### config.mk
export PLATFORM = sky130hd
export DESIGN_NAME = hp_pwm_gen
export DESIGN_NICKNAME = d
export VERILOG_FILES = /design/src/rtl/hp_pwm_pkg.sv /design/src/rtl/hp_pwm_timebase.sv /design/src/rtl/hp_pwm_duty_buf.sv /design/src/rtl/hp_pwm_out_stage.sv /design/src/rtl/hp_pwm_gen.sv
export SDC_FILE = /design/constraint.sdc
export NUM_CORES = 1
export LEC_CHECK = 0
export BUFFER_PORTS_ARGS = -buffer_cell sky130_fd_sc_hd__buf_2
export CORE_ASPECT_RATIO = 1.25
export CORE_MARGIN = 10
export CORE_UTILIZATION = 45
export DETAILED_ROUTE_END_ITERATION = 10
export GPL_TIMING_DRIVEN = 0
export SYNTH_ARGS = -nofsm -noshare
export SYNTH_HDL_FRONTEND = slang
export SYNTH_SLANG_ARGS = --single-unit
### constraint.sdc
create_clock -name clk_i -period 3.3 [get_ports clk_i]
set_clock_uncertainty 0.1 [all_clocks]
set_input_delay 0.165 -clock clk_i [delete_from_list [all_inputs] [get_ports clk_i]]
set_output_delay 0.165 -clock clk_i [all_outputs]
set_load 0.05 [all_outputs]
### src/rtl/hp_pwm_pkg.sv
package hp_pwm_pkg;
  localparam int unsigned FRAC_W = 2;            // input clocks per tick = 2**FRAC_W
  typedef logic [FRAC_W-1:0] phase_t;
endpackage

### src/rtl/hp_pwm_timebase.sv
module hp_pwm_timebase
  import hp_pwm_pkg::*;
#(
  parameter int unsigned CNT_W = 8
) (
  input  logic             clk_i,
  input  logic             rst_ni,
  input  logic             en_i,
  input  logic             clr_i,
  input  logic [CNT_W-1:0] period_i,
  output logic [CNT_W-1:0] tmr_o,
  output phase_t           ph_o,
  output logic             load_o
);
  logic [CNT_W-1:0] tmr_q;
  phase_t           ph_q;
  logic             wrap;

  // last input clock of the last tick; period 0 behaves as 1
  assign wrap = (ph_q == '1) &&
                (({1'b0, tmr_q} + (CNT_W+1)'(1)) >= {1'b0, period_i});

  always_ff @(posedge clk_i or negedge rst_ni) begin
    if (!rst_ni) begin
      tmr_q <= '0;
      ph_q  <= '0;
    end else if (!en_i || clr_i || wrap) begin
      tmr_q <= '0;
      ph_q  <= '0;
    end else begin
      ph_q <= ph_q + phase_t'(1);
      if (ph_q == '1) tmr_q <= tmr_q + CNT_W'(1);
    end
  end

  assign tmr_o  = tmr_q;
  assign ph_o   = ph_q;
  assign load_o = en_i && (tmr_q == '0) && (ph_q == '0);
endmodule

### src/rtl/hp_pwm_duty_buf.sv
module hp_pwm_duty_buf #(
  parameter int unsigned DUTY_W = 10
) (
  input  logic              clk_i,
  input  logic              rst_ni,
  input  logic              wr_i,
  input  logic [DUTY_W-1:0] data_i,
  input  logic              load_i,
  output logic [DUTY_W-1:0] shadow_o,
  output logic [DUTY_W-1:0] active_o
);
  logic [DUTY_W-1:0] shadow_q, active_q;

  always_ff @(posedge clk_i or negedge rst_ni) begin
    if (!rst_ni) begin
      shadow_q <= '0;
      active_q <= '0;
    end else begin
      if (wr_i)   shadow_q <= data_i;
      if (load_i) active_q <= shadow_q;   // pre-edge shadow: same-edge write waits a period
    end
  end

  assign shadow_o = shadow_q;
  assign active_o = active_q;
endmodule

### src/rtl/hp_pwm_out_stage.sv
module hp_pwm_out_stage #(
  parameter int unsigned DUTY_W = 10
) (
  input  logic              clk_i,
  input  logic              rst_ni,
  input  logic              en_i,
  input  logic              load_i,
  input  logic [DUTY_W-1:0] pos_i,
  input  logic [DUTY_W-1:0] next_duty_i,
  input  logic [DUTY_W-1:0] act_duty_i,
  output logic              pin_o
);
  logic pin_q;

  always_ff @(posedge clk_i or negedge rst_ni) begin
    if (!rst_ni)                    pin_q <= 1'b0;
    else if (!en_i)                 pin_q <= 1'b0;
    else if (load_i)                pin_q <= (next_duty_i != '0);
    else if (pos_i == act_duty_i)   pin_q <= 1'b0;   // fine-grained match clears
  end

  assign pin_o = pin_q;
endmodule

### src/rtl/hp_pwm_gen.sv
module hp_pwm_gen
  import hp_pwm_pkg::*;
#(
  parameter  int unsigned NCH    = 3,
  parameter  int unsigned CNT_W  = 8,
  localparam int unsigned SEL_W  = (NCH > 1) ? $clog2(NCH) : 1,
  localparam int unsigned DUTY_W = CNT_W + FRAC_W
) (
  input  logic              clk_i,
  input  logic              rst_ni,
  input  logic              enable_i,
  input  logic              tmr_clr_i,
  input  logic [CNT_W-1:0]  period_i,
  input  logic              wr_en_i,
  input  logic [SEL_W-1:0]  wr_sel_i,
  input  logic [DUTY_W-1:0] wr_data_i,
  output logic [NCH-1:0]    pwm_o,
  output logic              period_start_o
);
  logic [CNT_W-1:0]  tmr_q;
  phase_t            ph_q;
  logic              load;
  logic [DUTY_W-1:0] pos;
  logic              start_q;

  hp_pwm_timebase #(.CNT_W(CNT_W)) i_timebase (
    .clk_i   (clk_i),
    .rst_ni  (rst_ni),
    .en_i    (enable_i),
    .clr_i   (tmr_clr_i),
    .period_i(period_i),
    .tmr_o   (tmr_q),
    .ph_o    (ph_q),
    .load_o  (load)
  );

  assign pos = {tmr_q, ph_q};

  for (genvar c = 0; c < NCH; c++) begin : g_ch
    logic [DUTY_W-1:0] shadow, active;
    logic              wr;

    assign wr = wr_en_i && (wr_sel_i == SEL_W'(c));

    hp_pwm_duty_buf #(.DUTY_W(DUTY_W)) i_buf (
      .clk_i   (clk_i),
      .rst_ni  (rst_ni),
      .wr_i    (wr),
      .data_i  (wr_data_i),
      .load_i  (load),
      .shadow_o(shadow),
      .active_o(active)
    );

    hp_pwm_out_stage #(.DUTY_W(DUTY_W)) i_out (
      .clk_i      (clk_i),
      .rst_ni     (rst_ni),
      .en_i       (enable_i),
      .load_i     (load),
      .pos_i      (pos),
      .next_duty_i(shadow),
      .act_duty_i (active),
      .pin_o      (pwm_o[c])
    );
  end

  always_ff @(posedge clk_i or negedge rst_ni) begin
    if (!rst_ni) start_q <= 1'b0;
    else         start_q <= load;
  end

  assign period_start_o = start_q;
endmodule

Yosys cells after proc, flatten, opt, wreduce, memory -nomap -nowiden
Cells that the tools add are included.
{ "totals": {"inputBits": 25, "elab_cells": 53, "reg_bits": 74} }
{ "op_classes": {"n_addsub": 3, "reduce_logical": 16, "order_cmp": 1, "eq_ne": 9, "mux": 12} }
{ "op_table": {"columns": ["operator", "n"], "rows": [
  ["$eq A10 B10 Y1", 3],
  ["$reduce_bool A10 Y1", 3],
  ["$mux W8", 2],
  ["$add A8 B1 Y9 const B", 1],
  ["$ge A9 B8 Y1", 1],
  ["$mux W1", 9],
  ["$ne A3 B1 Y1 const B", 3],
  ["$add A8 B1 Y8 const B", 1],
  ["$logic_not A8 Y1", 1],
  ["$logic_and A1 B1 Y1", 6],
  ["$eq A2 B2 Y1 const B", 2],
  ["$logic_not A2 Y1", 2],
  ["$add A2 B1 Y2 const B", 1],
  ["$eq A2 B1 Y1 const B", 1],
  ["$logic_or A1 B1 Y1", 2],
  ["$mux W2", 1],
  ["$reduce_bool A2 Y1", 1],
  ["$logic_not A1 Y1", 1]
]} }

Longest topological paths before layout
{ "depth": {"word_depth": 5, "mapped_depth": 12} }

By module
A second synthesis with hierarchy kept.
{ "hier_totals": {"cells_unflattened": 284, "hier_area_um2": 3932.5} }
{ "by_module_without_submodules": {"columns": ["mod", "instances", "cells_per_inst", "area_each_um2"], "rows": [
  ["hp_pwm_duty_buf", 3, 42, 823.3],
  ["hp_pwm_timebase", 1, 91, 852.1],
  ["hp_pwm_out_stage", 3, 21, 185.2],
  ["hp_pwm_gen", 1, 4, 55.1]
]} }

Worst setup path after synthesis
Ideal clock, no wire load.
{ "synth_path": {"path_type": "flip-flop to flip-flop", "startpoint": "register i_timebase.tmr_q[4] (netlist: i_timebase.tmr_o[4])", "endpoint": "register i_timebase.tmr_q[7] (netlist: i_timebase.tmr_o[7])", "stages_incl_launch_ff": 13, "setup_slack_ps": 679, "setup_time_ps": 92, "arrival_ps": 2429, "period_less_slack_ps": 2621, "cell_sequence": "dfrtp_1 buf_6 and3_4 and3_1 and3_1 xnor2_1 inv_1 ha_1 o21ai_0 o21ai_1 or3_1 buf_2 o31ai_2"} }
{ "synth_via": {"elab_chain_len": 5} }
{ "synth_lines": {"columns": ["item", "line", "text"], "rows": [
  ["from (decl)", "hp_pwm_timebase.sv:15", "logic [CNT_W-1:0] tmr_q;"],
  ["from (signal assigned)", "hp_pwm_timebase.sv:32", "if (ph_q == '1) tmr_q <= tmr_q + CNT_W'(1);"],
  ["$add A8 B1 Y9", "hp_pwm_timebase.sv:21", "(({1'b0, tmr_q} + (CNT_W+1)'(1)) >= {1'b0, period_i});"],
  ["$ge A9 B8 Y1", "hp_pwm_timebase.sv:21", null],
  ["$logic_and A1 B1 Y1", "hp_pwm_timebase.sv:20", "assign wrap = (ph_q == '1) &&"],
  ["$logic_or A1 B1 Y1", "hp_pwm_timebase.sv:27", "end else if (!en_i || clr_i || wrap) begin"],
  ["$mux W8 / $reduce_bool A2 Y1 (equally long branches)", null, null]
]} }
Several ways; a longest one is shown, not always the timed one. The select of a mux whose other input is x is not followed.
A chain may end at the register's enable or synchronous reset.

Worst setup path after layout
{ "layout_path": {"startpoint": "register i_timebase.tmr_q[0] (netlist: i_timebase.tmr_o[0])", "endpoint": "register i_timebase.tmr_q[7] (netlist: i_timebase.tmr_o[7])"} }
Same word-level chain as after synthesis.

==> flow_summary_export.csv <==
group,metric,value,unit
synthesis,synth_ff_type,"dfrtp_1",
floorplanning,coreArea,0.00788,sq mm
outcome,status,"completed",
timing,finalSetupTns,0,ns
pwr,p_per_area,632,mW/mm^2
placement,place_area,0.00396,sq mm
floorplanning,die_h,121,microns
synthesis,synth_fp_nets,395,
floorplanning,rows,36,
floorplanning,initial_core_util,46.6,%
worst_setup_path,cp.required,3.45,ns
cells_and_area,syn_to_final_growth,16.1,%
worst_setup_path,endpoint_kind,"flip-flop",
global_routing,first_global_vias,2694,
cells_and_area,diodes,0,
placement,numPortBuffers,28,
synthesis,synthCells,358,
run,cap_violations,0,
global_routing,grtUsageMet3,3.36,%
synthesis,synth-edff-count,0,
routing,via_count,2602,
clock_network,clock_latency,0.34,ns
timing,rsz0062_at_grt,"false",
synthesis,ys_seq_area_share,50.4,%
worst_hold_path,hp-class,"primary input to flip-flop",
synthesis,synth.avg_cell_area,10.3,sq um
clock_network,cts_tree,"yes",
synthesis,async_flop_share,100,%
routing,drc,0,
floorplanning,die_w,101,microns
synthesis,synth_cell_types,42,
floorplanning,ioPinCount,29,
worst_hold_path,hold_depth,2,
timing,hold_violations,0,
global_routing,gr-usage-met1,17.6,%
cells_and_area,fillers,698,
synthesis,synth_warnings,0,
worst_setup_path,worstPathMaxFanout,9,
global_routing,met2_usage,23.2,%
global_routing,grt_overflow,0,
routing,wl_per_cell,16.0,microns
clock_network,post-cts-setup-buffers,0,
cells_and_area,drive_gt1_share,22.4,%
global_routing,grt_pass1_wl,13700,microns
synthesis,synthesis.area,0.00367,sq mm
worst_setup_path,critPathTopFamily,"compound AO/OA/AOI/OAI gates",
worst_setup_path,crit_slowest_cell,"dfrtp_1",
synthesis,synth_commonest_cells,"nand2_1 (104), dfrtp_1 (74), mux2_2 (30)",
pwr,p_total,2.69,mW
routing,postRouteAntennaNets,0,
worst_setup_path,cp-start-kind,"flip-flop",
worst_setup_path,critPathBufInv,2,
worst_setup_path,critPathArrivalTime,3.14,ns
global_routing,busiest_layer,"met2",
placement,dp_hpwl,5970,microns
routing,vias_per_cell,5.15,
clock_network,h-tree-depth,3,
timing,min_period,2.99,ns
global_routing,antenna_found_initial,0,
clock_network,clk_pin_slew,0.08,ns
clock_network,cts-buffers-inserted,9,
worst_setup_path,worst-setup-path-type,"flip-flop to flip-flop",
pwr,ir_drop,475,uV
floorplanning,fp.dieArea,0.0122,sq mm
global_routing,grtUsageTotal,14.2,%
worst_setup_path,reg2reg_depth,10,
placement,globalplace.congestion,0.782,
synthesis,yosysMostFrequentCell,"nand2_1",
synthesis,synth_top_area_cell,"dfrtp_1",
global_routing,grt_max_degree,58,
clock_network,root_buffer,"clkbuf_8",
synthesis,netlist_top_cells_area,"dfrtp_1 (50%), nand2_1 (11%), mux2_2 (9.2%), xor2_1 (6.2%), ha_1 (4.1%)",
timing,slew_headroom,56.9,%
routing,dr.pass1.iters,5,
worst_setup_path,cp_cell_sequence,"clkbuf_1, and3_1, xor2_1, ha_1, o21a_1, o21ai_0, o21ai_1, or3_1, buf_2, o31ai_2",
pwr,power.leakage,2.18,nW
worst_setup_path,critPathMaxStageDelay,0.37,ns
routing,drtIter0Drc,137,
timing,drv_slew,0,
synthesis,ys_ff_latch,74,
cells_and_area,nets,442,
cells_and_area,final_cell_area,0.00427,sq mm
clock_network,cts.path.max_buffers,2,
worst_setup_path,rrSetupSlack,0.31,ns
timing,worst_pin_slew,0.643,ns
routing,wirelength,8060,microns
worst_setup_path,worstSetupPathDepth,10,
timing,timing.final.crit_share,90.6,%
timing,max_freq,335,MHz
timing,setup_viol,0,
clock_network,cts_sinks,74,
synthesis,synth_top_area_share,50.4,%
-- state kept, by name, indices dropped and copies added (netlist names) --
signal               flops
g_ch.i_buf.active_o     30
g_ch.i_buf.shadow_o     30
g_ch.i_out.pin_o         3
i_timebase.ph_o          2
i_timebase.tmr_o         8
period_start_o           1
-- timing repair --
item | CTS | global route
hold buffers | 6 | 1
hold endpoints to repair | 87 | 1
resized for setup | 0 | 0
setup endpoints to repair | 0 | 0
-- logic make-up (layout without fill, tap and decap cells) --
logic type / after synthesis / count (layout) / share of synthesized area (%)
simple gates: 146 / 146 / 18.2
flops: 74 / 74 / 50.4
buf+inv: 36 / 88 / 4.80
fa+ha+maj: 12 / 12 / 4.09
xor+xnor: 36 / 36 / 8.58
compound gates: 24 / 24 / 4.70
mux: 30 / 30 / 9.20
-- worst register-to-register path, delay by kind of cell (launching register included) --
kind / cells / cell delay, ns
buffers and inverters: 2 / 0.56
adders and majority gates: 1 / 0.27
xor gates and xnor gates: 1 / 0.20
and+or+nand+nor: 2 / 0.62
AOI/OAI and AO/OA: 4 / 0.78
DFF: 1 / 0.37
-- per-stage QoR --
step / util (%) / worst slack [ns] / hold WS [ns] / instances
2_1_floorplan: - / 0.679 / -0.231 / 358
3_3_place_gp: 49.9 / 0.314 / 0.349 / 481
3_5_place_dp: 50.3 / 0.291 / -0.0367 / 482
4_1_cts: 54.0 / 0.267 / 0.00877 / 504
5_1_grt: 54.1 / 0.0740 / 0.00716 / 505
6_report: 54.1 / 0.312 / 0.0104 / 505
-- layer usage --
metal,share of wire [%],up-vias
met5,0,-
met4,1.4,0
met3,4.1,10
met2,49,62
met1,46,1242
li1,-,1288
-- path summary, 6_finish.rpt --
kind                                                            start                               endpoint
worst min register to register  g_ch[2].i_buf.active_o[3]$_DFFE_PN0P_  g_ch[2].i_buf.active_o[3]$_DFFE_PN0P_
max in group asynchronous                                      rst_ni  g_ch[2].i_buf.active_o[7]$_DFFE_PN0P_
worst max register to register        i_timebase.tmr_o[0]$_DFFE_PN0P_        i_timebase.tmr_o[7]$_DFFE_PN0P_
worst max-delay path                  i_timebase.tmr_o[0]$_DFFE_PN0P_        i_timebase.tmr_o[7]$_DFFE_PN0P_
worst min-delay path                                     wr_data_i[8]  g_ch[0].i_buf.shadow_o[8]$_DFFE_PN0P_
min in group asynchronous                                      rst_ni           i_timebase.ph_o[1]$_DFF_PN0_
-- cell usage in the layout (no fill, tap or decap), types with 2 or more instances in the layout --
cell	synthesis	routed
a21oi_1	3	3
xor2_1	26	26
buf_6	3	3
nor3b_1	2	2
a41o_1	3	3
dfrtp_1	74	74
o21ai_0	2	2
nand2_1	104	104
buf_2	6	33
and3_1	2	2
inv_1	12	12
nand3_1	3	3
clkbuf_1	10	12
clkbuf_8	0	9
dlygate4sd3_1	0	7
nand2b_1	2	2
nand3b_1	3	3
nor4_1	13	13
buf_4	3	4
nor2_1	6	6
a31oi_1	3	3
nand4_1	3	3
ha_1	12	12
mux2_2	30	30
or3_1	2	2
bufinv_16	0	3
o21ai_1	4	4
xnor2_1	10	10
-- layout make-up --
| type | instances | area [sq um] | area share [%] |
|---|---|---|---|
| well taps | 95 | 119 | 2.79 |
| plain buffers | 23 | 128 | 2.99 |
| multi-input cells | 248 | 1650 | 38.6 |
| inverters | 13 | 48.8 | 1.14 |
| clock inverters | 5 | 103 | 2.40 |
| flip-flops and latches | 74 | 1850 | 43.4 |
| repair buffers | 36 | 240 | 5.63 |
| clock buffers | 11 | 131 | 3.08 |
-- power breakdown --
| group | total, mW | internal (mW) | switching (mW) |
|---|---|---|---|
| logic | 0.566 | 0.264 | 0.302 |
| clock network | 0.829 | 0.502 | 0.327 |
| registers | 1.30 | 1.13 | 0.169 |
| total | 2.69 | 1.90 | 0.798 |
Note: power is estimated with default switching activity, not from simulation.
